<file path="config.mk">
export PLATFORM = sky130hd
export DESIGN_NAME = nrzi_frame_tx
export DESIGN_NICKNAME = d
export VERILOG_FILES = /design/src/rtl/nrzi_tx_pkg.sv /design/src/rtl/bit_timer.sv /design/src/rtl/frame_seq.sv /design/src/rtl/zero_stuffer.sv /design/src/rtl/nrzi_enc.sv /design/src/rtl/nrzi_frame_tx.sv
export SDC_FILE = /design/constraint.sdc
export NUM_CORES = 1
export LEC_CHECK = 0
export ABC_AREA = 1
export BUFFER_PORTS_ARGS = -buffer_cell sky130_fd_sc_hd__buf_2
export CAP_MARGIN = 20
export CORE_MARGIN = 2
export CORE_UTILIZATION = 45
export CTS_CLUSTER_DIAMETER = 120
export DETAILED_ROUTE_END_ITERATION = 6
export PLACE_DENSITY_LB_ADDON = 0.08
export SETUP_SLACK_MARGIN = 0.5
export SLEW_MARGIN = 5
export SYNTH_ARGS = -nofsm -noshare
export SYNTH_HDL_FRONTEND = slang
export SYNTH_SLANG_ARGS = --single-unit
</file>
<file path="constraint.sdc">
create_clock -name clk -period 2.45 [get_ports clk]
set_input_delay 0.1225 -clock clk [delete_from_list [all_inputs] [get_ports clk]]
set_output_delay 0.1225 -clock clk [all_outputs]
set_load 0.005 [all_outputs]
</file>
<file path="src/rtl/nrzi_tx_pkg.sv">
package nrzi_tx_pkg;

    typedef enum logic [2:0] {
        SEQ_IDLE,
        SEQ_SYNC,
        SEQ_HDR,
        SEQ_DATA,
        SEQ_GAP
    } seq_state_t;

endpackage

</file>
<file path="src/rtl/bit_timer.sv">
module bit_timer #(
    parameter int CLK_PER_BIT = 2
) (
    input  logic clk,
    input  logic rst_n,
    output logic tick
);

    generate
        if (CLK_PER_BIT > 1) begin : g_div
            localparam int DW = $clog2(CLK_PER_BIT);
            localparam logic [DW-1:0] LAST = DW'(CLK_PER_BIT - 1);

            logic [DW-1:0] phase;

            always_ff @(posedge clk) begin
                if (!rst_n)
                    phase <= '0;
                else if (phase == LAST)
                    phase <= '0;
                else
                    phase <= phase + 1'b1;
            end

            assign tick = (phase == LAST);

            AST_TICK_SPACING: assert property (@(posedge clk) disable iff (!rst_n)
                tick |=> !tick);
        end else begin : g_full
            assign tick = 1'b1;
        end
    endgenerate

endmodule

</file>
<file path="src/rtl/frame_seq.sv">
module frame_seq
    import nrzi_tx_pkg::*;
#(
    parameter int WORD_W   = 16,
    parameter int LEN_W    = 8,
    parameter int SYNC_LEN = 3
) (
    input  logic              clk,
    input  logic              rst_n,
    input  logic              adv,
    input  logic              in_valid,
    input  logic              in_sof,
    input  logic [WORD_W-1:0] in_data,
    output logic              in_ready,
    output logic              seq_bit
);

    localparam int CNT_W = $clog2(WORD_W > SYNC_LEN ? WORD_W : SYNC_LEN);
    localparam logic [CNT_W-1:0] WORD_LAST = CNT_W'(WORD_W - 1);
    localparam logic [CNT_W-1:0] SYNC_LAST = CNT_W'(SYNC_LEN - 1);

    seq_state_t        state, state_n;
    logic [WORD_W-1:0] sh, sh_n;
    logic [CNT_W-1:0]  cnt, cnt_n;
    logic [LEN_W-1:0]  rem, rem_n;
    logic              in_word, word_end, fetch_pt, take;

    assign in_word  = (state == SEQ_HDR) || (state == SEQ_DATA);
    assign word_end = in_word && (cnt == WORD_LAST);
    assign fetch_pt = word_end && (rem != '0);
    assign take     = in_ready && in_valid;

    // state register
    always_ff @(posedge clk) begin
        if (!rst_n) begin
            state <= SEQ_IDLE;
            sh    <= '0;
            cnt   <= '0;
            rem   <= '0;
        end else begin
            state <= state_n;
            sh    <= sh_n;
            cnt   <= cnt_n;
            rem   <= rem_n;
        end
    end

    // next state
    always_comb begin
        state_n = state;
        sh_n    = sh;
        cnt_n   = cnt;
        rem_n   = rem;
        unique case (state)
            SEQ_IDLE: begin
                if (take && in_sof) begin
                    state_n = SEQ_SYNC;
                    sh_n    = in_data;
                    rem_n   = in_data[LEN_W-1:0];
                    cnt_n   = '0;
                end
            end
            SEQ_SYNC: begin
                if (adv) begin
                    if (cnt == SYNC_LAST) begin
                        state_n = SEQ_HDR;
                        cnt_n   = '0;
                    end else begin
                        cnt_n = cnt + 1'b1;
                    end
                end
            end
            SEQ_HDR, SEQ_DATA: begin
                if (adv) begin
                    if (cnt == WORD_LAST) begin
                        cnt_n = '0;
                        if (rem == '0) begin
                            state_n = SEQ_IDLE;
                        end else if (take) begin
                            state_n = SEQ_DATA;
                            sh_n    = in_data;
                            rem_n   = rem - 1'b1;
                        end else begin
                            state_n = SEQ_GAP;
                        end
                    end else begin
                        sh_n  = {sh[WORD_W-2:0], 1'b0};
                        cnt_n = cnt + 1'b1;
                    end
                end
            end
            SEQ_GAP: begin
                if (take) begin
                    state_n = SEQ_DATA;
                    sh_n    = in_data;
                    rem_n   = rem - 1'b1;
                    cnt_n   = '0;
                end
            end
            default: state_n = SEQ_IDLE;
        endcase
    end

    // outputs
    always_comb begin
        in_ready = 1'b0;
        seq_bit  = 1'b0;
        unique case (state)
            SEQ_IDLE:           in_ready = adv;
            SEQ_GAP:            in_ready = adv;
            SEQ_SYNC:           seq_bit  = 1'b1;
            SEQ_HDR, SEQ_DATA: begin
                seq_bit  = sh[WORD_W-1];
                in_ready = adv && fetch_pt;
            end
            default: begin
                in_ready = 1'b0;
                seq_bit  = 1'b0;
            end
        endcase
    end

    AST_SYNC_TO_HDR: assert property (@(posedge clk) disable iff (!rst_n)
        (adv && state == SEQ_SYNC && cnt == SYNC_LAST) |=> state == SEQ_HDR);

    AST_LEN_ZERO_END: assert property (@(posedge clk) disable iff (!rst_n)
        (adv && word_end && rem == '0) |=> state == SEQ_IDLE);

    AST_NO_READY_MIDWORD: assert property (@(posedge clk) disable iff (!rst_n)
        (in_word && cnt != WORD_LAST) |-> !in_ready);

endmodule

</file>
<file path="src/rtl/zero_stuffer.sv">
module zero_stuffer #(
    parameter int ZERO_RUN = 6
) (
    input  logic clk,
    input  logic rst_n,
    input  logic tick,
    input  logic seq_bit,
    output logic adv,
    output logic line_bit
);

    localparam int RUN_W = $clog2(ZERO_RUN + 1);
    localparam logic [RUN_W-1:0] RUN_MAX = RUN_W'(ZERO_RUN);

    logic [RUN_W-1:0] run;
    logic             stuff;

    assign stuff    = (run == RUN_MAX);
    assign adv      = tick && !stuff;
    assign line_bit = stuff || seq_bit;

    always_ff @(posedge clk) begin
        if (!rst_n)
            run <= '0;
        else if (tick)
            run <= line_bit ? '0 : run + 1'b1;
    end

    AST_RUN_BOUND: assert property (@(posedge clk) disable iff (!rst_n)
        run <= RUN_MAX);

    AST_RUN_CLEARS: assert property (@(posedge clk) disable iff (!rst_n)
        (tick && run == RUN_MAX) |=> run == '0);

endmodule

</file>
<file path="src/rtl/nrzi_enc.sv">
module nrzi_enc #(
    parameter logic INIT_LEVEL = 1'b0
) (
    input  logic clk,
    input  logic rst_n,
    input  logic tick,
    input  logic line_bit,
    output logic line_out
);

    always_ff @(posedge clk) begin
        if (!rst_n)
            line_out <= INIT_LEVEL;
        else if (tick)
            line_out <= line_out ^ line_bit;
    end

    AST_ONE_TOGGLES: assert property (@(posedge clk) disable iff (!rst_n)
        (tick && line_bit) |=> line_out != $past(line_out));

    AST_ZERO_HOLDS: assert property (@(posedge clk) disable iff (!rst_n)
        (tick && !line_bit) |=> $stable(line_out));

endmodule

</file>
<file path="src/rtl/nrzi_frame_tx.sv">
module nrzi_frame_tx #(
    parameter int   WORD_W      = 16,
    parameter int   LEN_W       = 8,
    parameter int   SYNC_LEN    = 3,
    parameter int   ZERO_RUN    = 6,
    parameter int   CLK_PER_BIT = 2,
    parameter logic INIT_LEVEL  = 1'b0
) (
    input  logic              clk,
    input  logic              rst_n,
    input  logic              in_valid,
    output logic              in_ready,
    input  logic              in_sof,
    input  logic [WORD_W-1:0] in_data,
    output logic              line_out
);

    logic tick, adv, seq_bit, line_bit;

    bit_timer #(.CLK_PER_BIT(CLK_PER_BIT)) u_timer (
        .clk   (clk),
        .rst_n (rst_n),
        .tick  (tick)
    );

    frame_seq #(.WORD_W(WORD_W), .LEN_W(LEN_W), .SYNC_LEN(SYNC_LEN)) u_seq (
        .clk      (clk),
        .rst_n    (rst_n),
        .adv      (adv),
        .in_valid (in_valid),
        .in_sof   (in_sof),
        .in_data  (in_data),
        .in_ready (in_ready),
        .seq_bit  (seq_bit)
    );

    zero_stuffer #(.ZERO_RUN(ZERO_RUN)) u_stuff (
        .clk      (clk),
        .rst_n    (rst_n),
        .tick     (tick),
        .seq_bit  (seq_bit),
        .adv      (adv),
        .line_bit (line_bit)
    );

    nrzi_enc #(.INIT_LEVEL(INIT_LEVEL)) u_enc (
        .clk      (clk),
        .rst_n    (rst_n),
        .tick     (tick),
        .line_bit (line_bit),
        .line_out (line_out)
    );

    AST_READY_ON_TICK: assert property (@(posedge clk) disable iff (!rst_n)
        in_ready |-> tick);

    AST_LINE_ON_BOUNDARY: assert property (@(posedge clk) disable iff (!rst_n)
        !tick |=> $stable(line_out));

endmodule

</file>
==> results of run 1 <==
[cells in the final DEF (no fill, tap or decap), types with 2 or more instances in the layout]
cell,netlist,routed
ha_4,0,2
nand3_2,3,3
nand4_1,6,6
buf_4,0,15
ha_1,5,2
dfxtp_1,36,32
nand4_4,1,3
buf_12,0,2
nor2_4,1,2
xor2_1,4,4
a21oi_1,8,8
buf_2,7,21
o22ai_1,5,5
inv_1,50,45
nand3_1,9,8
nand2_1,132,124
inv_2,2,7
nand3b_1,3,3
nor2_1,87,81
nand2_4,3,3
nand2_8,0,2
o21ai_0,23,23
nand2_2,4,10
clkbuf_8,0,5
o21bai_1,15,15
nand3_4,1,2
dfxtp_2,0,4
nor2_2,3,8
[routing by layer]
layer,vias up,GRT usage [%]
li1,1381,-
met1,1213,25.1
met2,49,38.7
met3,8,4.43
met4,0,5.79
met5,-,0
[metrics by stage]
step	worst slack (ns)	util (%)
finish	0.553	56.6
global route	0.436	56.6
CTS	0.494	52.6
detailed placement	0.321	48.9
global placement	0.387	48.9
floorplan	0.731	-
[cell usage after synthesis (2+ instances only)]
cell and count:
nand2_1 132, nor2_1 87, inv_1 50, dfxtp_1 36
o21ai_0 23, o21bai_1 15, nand3_1 9, a21oi_1 8
buf_2 7, nand4_1 6, ha_1 5, o22ai_1 5
nand2_2 4, xor2_1 4, buf_6 3, clkbuf_1 3
nand2_4 3, nand3_2 3, nand3b_1 3, nor2_2 3
inv_2 2
[repair_timing]
| action | in CTS | in global routing |
|---|---|---|
| pin swaps | 0 | 15 |
| setup endpoints to repair | 29 | 31 |
| gates resized for setup | 8 | 31 |
| gates cloned | 2 | 1 |
| hold endpoints to repair | 0 | 0 |
| setup buffers | 1 | 12 |
[final timing paths]
path,start,end
setup reg to reg,u_stuff.run[0],u_seq.sh[1]
hold reg to reg,u_enc.line_out,u_enc.line_out
setup / recovery,u_stuff.run[0],u_seq.sh[1]
hold / removal,rst_n,u_seq.cnt[1]
[state kept, by name, summed over array words and instances, names as in the netlist]
signal          count
u_enc.line_out      1
u_seq.cnt           4
u_seq.rem           8
u_seq.sh           16
u_seq.state         3
u_stuff.run         3
u_timer.tick        1
[worst max-delay path: cells and delay by family, from the launching register on]
family                   cells  cell delay [ns]
adder cells (fa/ha/maj)      1             0.15
AND/OR/NAND/NOR              9             1.07
flip-flops                   1             0.35
buffers and inverters        3             0.22
[kinds of logic after synthesis]
group | synth area share (%)
AND/OR/NAND/NOR | 43.9
buffers and inverters | 11.1
AO/OA/AOI/OAI | 12.4
flip-flops | 28.7
adder cells (fa/ha/maj) | 2.49
XOR/XNOR | 1.39
[where the power goes]
| group | leakage (µW) | internal (µW) | switching (µW) | total (µW) |
|---|---|---|---|---|
| clock network | 0.0000552 | 302 | 232 | 535 |
| logic | 0.00121 | 1270 | 2020 | 3290 |
| registers | 0.000298 | 841 | 128 | 969 |
| total | 0.00156 | 2410 | 2380 | 4790 |
[area by class of cell]
cell class                      count  area, µm²
Fill cell                         568       2360
Inverter                           52        195
Clock inverter                      2       35.0
Clock buffer                        6       72.6
Sequential cell                    36        726
Timing Repair Buffer               40        298
Multi-Input combinational cell    320       1660
Tap cell                           72       90.1
==> qor.csv, run 1 <==
stage,metric,value,unit
status,status,finished clean,
grt,grt_pass1_wl,10500,µm
placement,routabilityCongestion,0.908,
route,antenna_left,0,
sta,skew,0.00715,ns
route,wl_met2,3040,µm
grt,grt_pass1_vias,2382,
placement,dp_hpwl,3990,µm
clocking,cts_buffers,5,
yosys,avgSynthCellArea,5.98,µm²
yosys,async_flop_share,0,%
clocking,insertion_delay,0.29,ns
clocking,cts.sinks,36,
sta,fin_crit_sh,77.4,%
route,vias,2651,
pwr,finalPower,4790,µW
clocking,cts_buffer_depth,2,
floorplan,core_area,5440,µm²
hold_path,hp-class,in -> reg,
route,wl_met3,283,µm
worst_setup_path,max_stage_delay,0.35,ns
route,highest_layer,met4,
route,drt-met1-wl,3040,µm
route,drc,0,
placement,placedCellCount,504,
yosys,syn_nets,445,
floorplan,die_h,78.7,µm
sta,fin_crit,1.90,ns
route,drt-initial-drc-count,135,
floorplan,die_w,78.7,µm
worst_setup_path,arrival,2.09,ns
finish,stdcell_count,528,
worst_setup_path,path_class,reg -> reg,
pwr,p_per_area,1560,nW/µm²
worst_setup_path,cp_cell_sequence,inv_2 > ha_4 > nand2_2 > inv_2 > nor2_4 > nand3_2 > nand2_4 > nand3_4 > nand2_8 > buf_12 > nand4_4 > nor2_1 > nor2_2,
sta,rsz0062_at_grt,true,
clocking,cts_htree_levels,2,
job,drv_cap,0,
sta,fmax,527,MHz
clocking,holdBufCountCts,0,
pwr,ir_worst_vdd,850,µV
sta,setup_viol,0,
yosys,synth_top_cell_area_share,28.7,%
yosys,synth_edf_count,0,
clocking,clock-root-buffer,clkbuf_8,
hold_path,whs_path_depth,3,
finish,postLayoutCellArea,3080,µm²
yosys,yosys.area.top_type,dfxtp_1,
yosys,synthTopCellsByArea,"dfxtp_1 29%, nand2_1 20%, nor2_1 13%",
sta,tns,0,ns
route,routedWlPerCell,12.2,µm
sta,max_slew_margin,67.6,%
sta,hold-worst-slack,0.173,ns
worst_setup_path,ff2ff_path_depth,13,
sta,hold_viol,0,
worst_setup_path,crit_path_end_kind,flop,
worst_setup_path,cp_max_fo,8,
placement,port_buffers,21,
grt,antenna_found_initial,0,
grt,grt-ovfl-total,0,
floorplan,initial_core_util,46.2,%
worst_setup_path,rrSetupSlack,0.55,ns
route,routed_wl,6430,µm
route,vias_per_cell,5.02,
grt,track_usage,21.2,%
finish,nNetsFinal,480,
finish,area_growth,22.5,%
floorplan,die-area,6200,µm²
worst_setup_path,start_kind,flop,
clocking,cts_tree,done,
placement,dpl_cell_area,2660,µm²
yosys,ys_ff_latch,36,
finish,post_route_cells_drive_above_1_share,20.6,%
pwr,leakage,0.00156,µW
sta,tightestPinTransition,0.485,ns
route,firstDrtPassIters,4,
worst_setup_path,required,2.65,ns
yosys,ys_seq_area_share,28.7,%
worst_setup_path,crit_top_cell,inv_2,
floorplan,rows,27,
yosys,yosysWarnings,0,
yosys,synth_ff_type,dfxtp_1,
yosys,syn_inst,420,
finish,antennaDiodeCount,0,
yosys,synth_cell_type_count,30,
worst_setup_path,slowest_stage,dfxtp_2,
floorplan,io_pins,22,
clocking,path_clk_slew,0.08,ns
sta,slew_violations,0,
yosys,syn_area,2510,µm²
grt,grt_max_degree,31,
No activity file was read; power rests on OpenSTA's default activity.
==> inputs of run 2 (changes only) <==
==> constraint.sdc (replaced) <==
create_clock -name clk -period 1.6 [get_ports clk]
set_input_delay 0.08 -clock clk [delete_from_list [all_inputs] [get_ports clk]]
set_output_delay 0.08 -clock clk [all_outputs]
set_load 0.005 [all_outputs]
==> qor.csv, run 2 (synthesis gave the netlist of run 1 again) <==
stage,metric,value,unit
finish,post_route_cells_drive_above_1_share,28.6,%
finish,seq_area,729,µm²
worst_setup_path,startpoint,u_stuff.run[0],
sta,setup_viol,32,
grt,grt_max_degree,30,
route,routedWlPerCell,11.7,µm
route,drc,0,
sta,layout_setup_ws,-0.200,ns
clocking,clock-root-buffer,clkbuf_8,
clocking,cts_buffer_depth,2,
finish,mostFrequentLayoutCell,nand2_1,
worst_setup_path,reg2reg_from,u_stuff.run[0],
finish,multi_input_area,1700,µm²
floorplan,die-area,6200,µm²
worst_setup_path,start_kind,flop,
sta,skew,0.00626,ns
clocking,insertion_delay,0.29,ns
placement,dpl_cell_area,2970,µm²
hold_path,whs_path_depth,3,
pwr,switching_share,47.8,%
finish,regMostFlops,u_seq.sh,
worst_setup_path,ff2ff_path_depth,14,
finish,mostFrequentLayoutCells,"117 x nand2_1, 80 x nor2_1, 44 x inv_1",
worst_setup_path,cp_cell_sequence,inv_2 > ha_4 > nand2_2 > inv_2 > nor2_4 > nand3_2 > nand2_4 > nand3_4 > nand2_4 > nand4_4 > clkbuf_16 > nand2_2 > nand2_1 > nor2_1,
route,wl_met2,2980,µm
worst_setup_path,crit_family,simple AND/OR/NAND/NOR gates,
worst_setup_path,crit_path_end_kind,flop,
sta,fmax,555,MHz
finish,nNetsFinal,509,
status,status,finished with violations,
finish,largest_reg_flops,16,
finish,fillCellCount,536,
worst_setup_path,rrSetupSlack,-0.20,ns
pwr,ir_worst_vdd,1110,µV
sta,fin_crit_sh,113,%
placement,port_buffers,21,
route,antenna_left,0,
pwr,p_per_area,2320,nW/µm²
clocking,cts_htree_levels,2,
placement,dp_hpwl,4140,µm
pwr,clkPwrFrac,7.4,%
route,drt-initial-drc-count,111,
finish,postLayoutCellArea,3370,µm²
floorplan,io_pins,22,
status,violations,setup timing,
grt,antenna_found_initial,0,
pwr,pwr-share-comb,73.8,%
worst_setup_path,cp_max_fo,8,
sta,slew_violations,0,
grt,grt-ovfl-total,0,
pwr,leakage,0.00174,µW
route,firstDrtPassIters,4,
worst_setup_path,arrival,2.03,ns
grt,track_usage,22.1,%
worst_setup_path,r2r_end,u_seq.sh[5],
pwr,power.share.sequential,18.7,%
floorplan,core_area,5440,µm²
finish,top_regs,"u_seq.sh x16, u_seq.rem x8, u_seq.cnt x4",
floorplan,initial_core_util,46.2,%
clocking,cts_buffers,5,
clocking,cts.sinks,36,
floorplan,rows,27,
floorplan,die_h,78.7,µm
pwr,p_sw,3750,µW
route,vias,2656,
sta,rsz0062_at_grt,true,
sta,tightestPinTransition,0.430,ns
sta,fin_crit,1.80,ns
route,vias_per_cell,4.79,
worst_setup_path,slowest_stage,dfxtp_2,
worst_setup_path,path_class,reg -> reg,
hold_path,hp-class,in -> reg,
grt,grt_pass1_wl,10900,µm
worst_setup_path,path_buf_inv,3,
finish,area_growth,34.2,%
sta,max_slew_margin,71.3,%
grt,grt_pass1_vias,2472,
worst_setup_path,max_stage_delay,0.34,ns
finish,antennaDiodeCount,0,
finish,finish.utilization,62.0,%
pwr,internal_power,4100,µW
clocking,cts_tree,done,
route,highest_layer,met4,
worst_setup_path,required,1.83,ns
placement,routabilityCongestion,0.862,
floorplan,die_w,78.7,µm
clocking,path_clk_slew,0.07,ns
sta,hold_viol,0,
job,drv_cap,0,
route,drt-met1-wl,3180,µm
route,wl_met3,256,µm
hold_path,holdPathEnd,u_enc.line_out,
route,routed_wl,6470,µm
hold_path,worstHoldStart,rst_n,
run 2: layout make-up:
type / instances / area share [%]
Timing Repair Buffer: 71 / 17.4
Sequential cell: 36 / 21.6
Tap cell: 72 / 2.67
Inverter: 52 / 5.79
Clock buffer: 5 / 2.04
Multi-Input combinational cell: 318 / 50.4
run 2: worst max path at each step:
stage                         endpoint  depth (start not counted)  slack [ns]
after floorplan            u_seq.sh[2]                         14       -0.04
after global placement    u_seq.rem[6]                         12       -0.12
after detailed placement  u_seq.rem[2]                         13       -0.19
after CTS                 u_seq.sh[12]                         14       -0.17
after global routing      u_seq.sh[11]                         14       -0.32
final                      u_seq.sh[5]                         14       -0.20
run 2: timing repair:
item | 4_1_cts | 5_1_grt
setup buffers | 6 | 4
gates cloned | 2 | 1
pin swaps | 14 | 5
endpoints found under the hold margin | 0 | 0
hold buffers | 0 | 0
gates resized for setup | 37 | 17
setup endpoints to repair | 36 | 36
run 2: worst min-delay path, cell delays in order:
cell     delay [ns]
buf_2          0.11
o21ai_1        0.07
a21oi_1        0.04
run 2: through the flow:
stage          total power, µW  setup TNS (ns)  hold slack [ns]  worst slack, ns  std cells
2_1_floorplan             4930          -0.661            0.262          -0.0416        420
3_3_place_gp              6060           -2.91            0.346           -0.121        536
3_5_place_dp              6110           -4.28            0.354           -0.186        536
4_1_cts                   7570           -4.05           0.0526           -0.167        549
5_1_grt                   8640           -8.30           0.0819           -0.324        554
6_report                  7840           -5.07           0.0606           -0.200        554
run 2: power by group through the flow:
stage	clock [µW]	sequential (µW)	combinational, µW
global placement	0	1440	4620
floorplan	0	1440	3490
global route	642	1500	6500
finish	584	1470	5790
CTS	609	1460	5510
detailed placement	0	1440	4660
run 2: layer usage:
| layer | GRT usage, % | vias to the layer above |
|---|---|---|
| li1 | - | 1428 |
| met1 | 29.0 | 1174 |
| met2 | 36.9 | 50 |
| met3 | 4.20 | 4 |
| met4 | 6.32 | 0 |
| met5 | 0 | - |
==> inputs of run 3 (changes only) <==
--- a/config.mk
+++ b/config.mk
@@ -9,7 +9,7 @@
 export BUFFER_PORTS_ARGS = -buffer_cell sky130_fd_sc_hd__buf_2
 export CAP_MARGIN = 20
 export CORE_MARGIN = 2
-export CORE_UTILIZATION = 45
+export CORE_UTILIZATION = 30
 export CTS_CLUSTER_DIAMETER = 120
 export DETAILED_ROUTE_END_ITERATION = 6
 export PLACE_DENSITY_LB_ADDON = 0.08
==> qor.csv, run 3 (synthesis gave the netlist of run 1 again) <==
stage,metric,value,unit
sta,tightestPinTransition,0.433,ns
grt,track_usage,15.9,%
grt,grt_max_degree,27,
clocking,cts_tree,done,
clocking,cts_buffers,5,
sta,rsz0062_at_grt,true,
clocking,clock-root-buffer,clkbuf_8,
status,status,finished with violations,
finish,postLayoutCellArea,3520,µm²
clocking,holdBufCountCts,0,
finish,mostFrequentLayoutCells,"114 x nand2_1, 76 x nor2_1, 42 x inv_1",
floorplan,initial_core_util,30.7,%
finish,post_route_cells_drive_above_1_share,31.2,%
status,violations,setup timing,
sta,max_slew_margin,71.1,%
clocking,path_clk_slew,0.08,ns
grt,grt_pass1_wl,11400,µm
grt,antenna_found_initial,0,
clocking,cts_buffer_depth,2,
finish,largest_reg_flops,16,
floorplan,die-area,9130,µm²
floorplan,io_pins,22,
placement,routabilityCongestion,0.792,
finish,nNetsFinal,512,
route,firstDrtPassIters,4,
sta,hold_viol,0,
route,routed_wl,7070,µm
grt,grt-ovfl-total,0,
clocking,cts_htree_levels,2,
route,drt-initial-drc-count,108,
worst_setup_path,path_class,reg -> reg,
finish,regMostFlops,u_seq.sh,
placement,dp_hpwl,4810,µm
sta,setup_viol,32,
floorplan,die_h,95.5,µm
placement,place_ws,-0.204,ns
worst_setup_path,required,1.83,ns
route,vias,2708,
clocking,cts.sinks,36,
sta,fin_crit,1.83,ns
worst_setup_path,arrival,2.06,ns
pwr,ir_worst_vdd,893,µV
finish,antennaDiodeCount,0,
grt,grt_pass1_vias,2487,
clocking,insertion_delay,0.29,ns
route,antenna_left,0,
finish,area_growth,40.0,%
floorplan,core_area,8180,µm²
sta,slew_violations,0,
sta,skew,0.0116,ns
route,drc,0,
finish,finish.utilization,43.0,%
worst_setup_path,start_kind,flop,
placement,dpl_cell_area,3050,µm²
job,drv_cap,0,
placement,port_buffers,21,
hold_path,hp-class,in -> reg,
finish,top_regs,"u_seq.sh x16, u_seq.rem x8, u_seq.cnt x4",
route,routedWlPerCell,11.9,µm
worst_setup_path,cp_max_fo,13,
floorplan,die_w,95.5,µm
pwr,p_per_area,2360,nW/µm²
finish,fillCellCount,876,
finish,mostFrequentLayoutCell,nand2_1,
route,vias_per_cell,4.57,
worst_setup_path,crit_path_end_kind,flop,
floorplan,rows,33,
pwr,leakage,0.00177,µW
sta,layout_setup_ws,-0.231,ns
sta,fin_crit_sh,114,%
sta,fmax,546,MHz
==> run 3: final timing paths <==
kind,startpoint,end,slack [ns],depth (start not counted)
worst max-delay path,u_stuff.run[0],u_seq.sh[12],-0.23,14
worst min-delay path,in_data[0],u_seq.sh[0],0.14,5
worst max register to register,u_stuff.run[0],u_seq.sh[12],-0.23,14
worst min register to register,u_enc.line_out,u_enc.line_out,0.46,1
==> run 3: metrics by stage <==
stage	total power (µW)	hold WS [ns]	setup TNS [ns]	cells
after CTS	7520	0.140	-3.59	583
after global placement	6400	0.435	-3.99	572
final	8300	0.141	-4.67	592
after global routing	9160	0.178	-8.83	592
after detailed placement	6400	0.441	-5.01	572
after floorplan	4930	0.262	-0.661	420
==> run 3: power by group <==
group | total [µW] | switching, µW | internal [µW]
logic | 6200 | 3450 | 2750
clock network | 629 | 332 | 297
registers | 1470 | 168 | 1300
total | 8300 | 3950 | 4350
==> run 3: worst max-delay path: stages, from the launching register on <==
cell	delay (ns)
dfxtp_2	0.34
inv_2	0.05
ha_4	0.15
nand2_2	0.05
inv_2	0.05
nor2_4	0.13
nand3_2	0.11
nand2_4	0.12
nand3_4	0.09
nand2_4	0.11
nand4_4	0.16
clkbuf_16	0.24
nand2_2	0.05
nand2_1	0.04
nor2_1	0.09
==> run 3: layout make-up <==
cell class | count | area, µm² | share of cell area [%]
multi-input combinational | 318 | 1750 | 49.7
sequential | 36 | 732 | 20.8
timing repair buffer | 74 | 634 | 18.0
inverter | 52 | 195 | 5.55
tap | 105 | 131 | 3.73
clock buffer | 6 | 72.6 | 2.06
clock inverter | 1 | 5.00 | 0.142
==> run 3: repair_timing <==
action | 4_1_cts | 5_1_grt
pin swaps | 9 | 14
gates resized for setup | 38 | 34
cloned | 1 | 2
setup buffers | 3 | 7
setup endpoints to repair | 36 | 36
==> run 3: metal layers <==
metal	share of wire [%]	track usage [%]	up-vias	routed length, µm
met5	0	0	-	0
met4	1.2	4.76	0	87
met3	2.6	2.45	6	181
met2	47	26.4	31	3310
met1	49	21.3	1236	3490
li1	-	-	1435	-
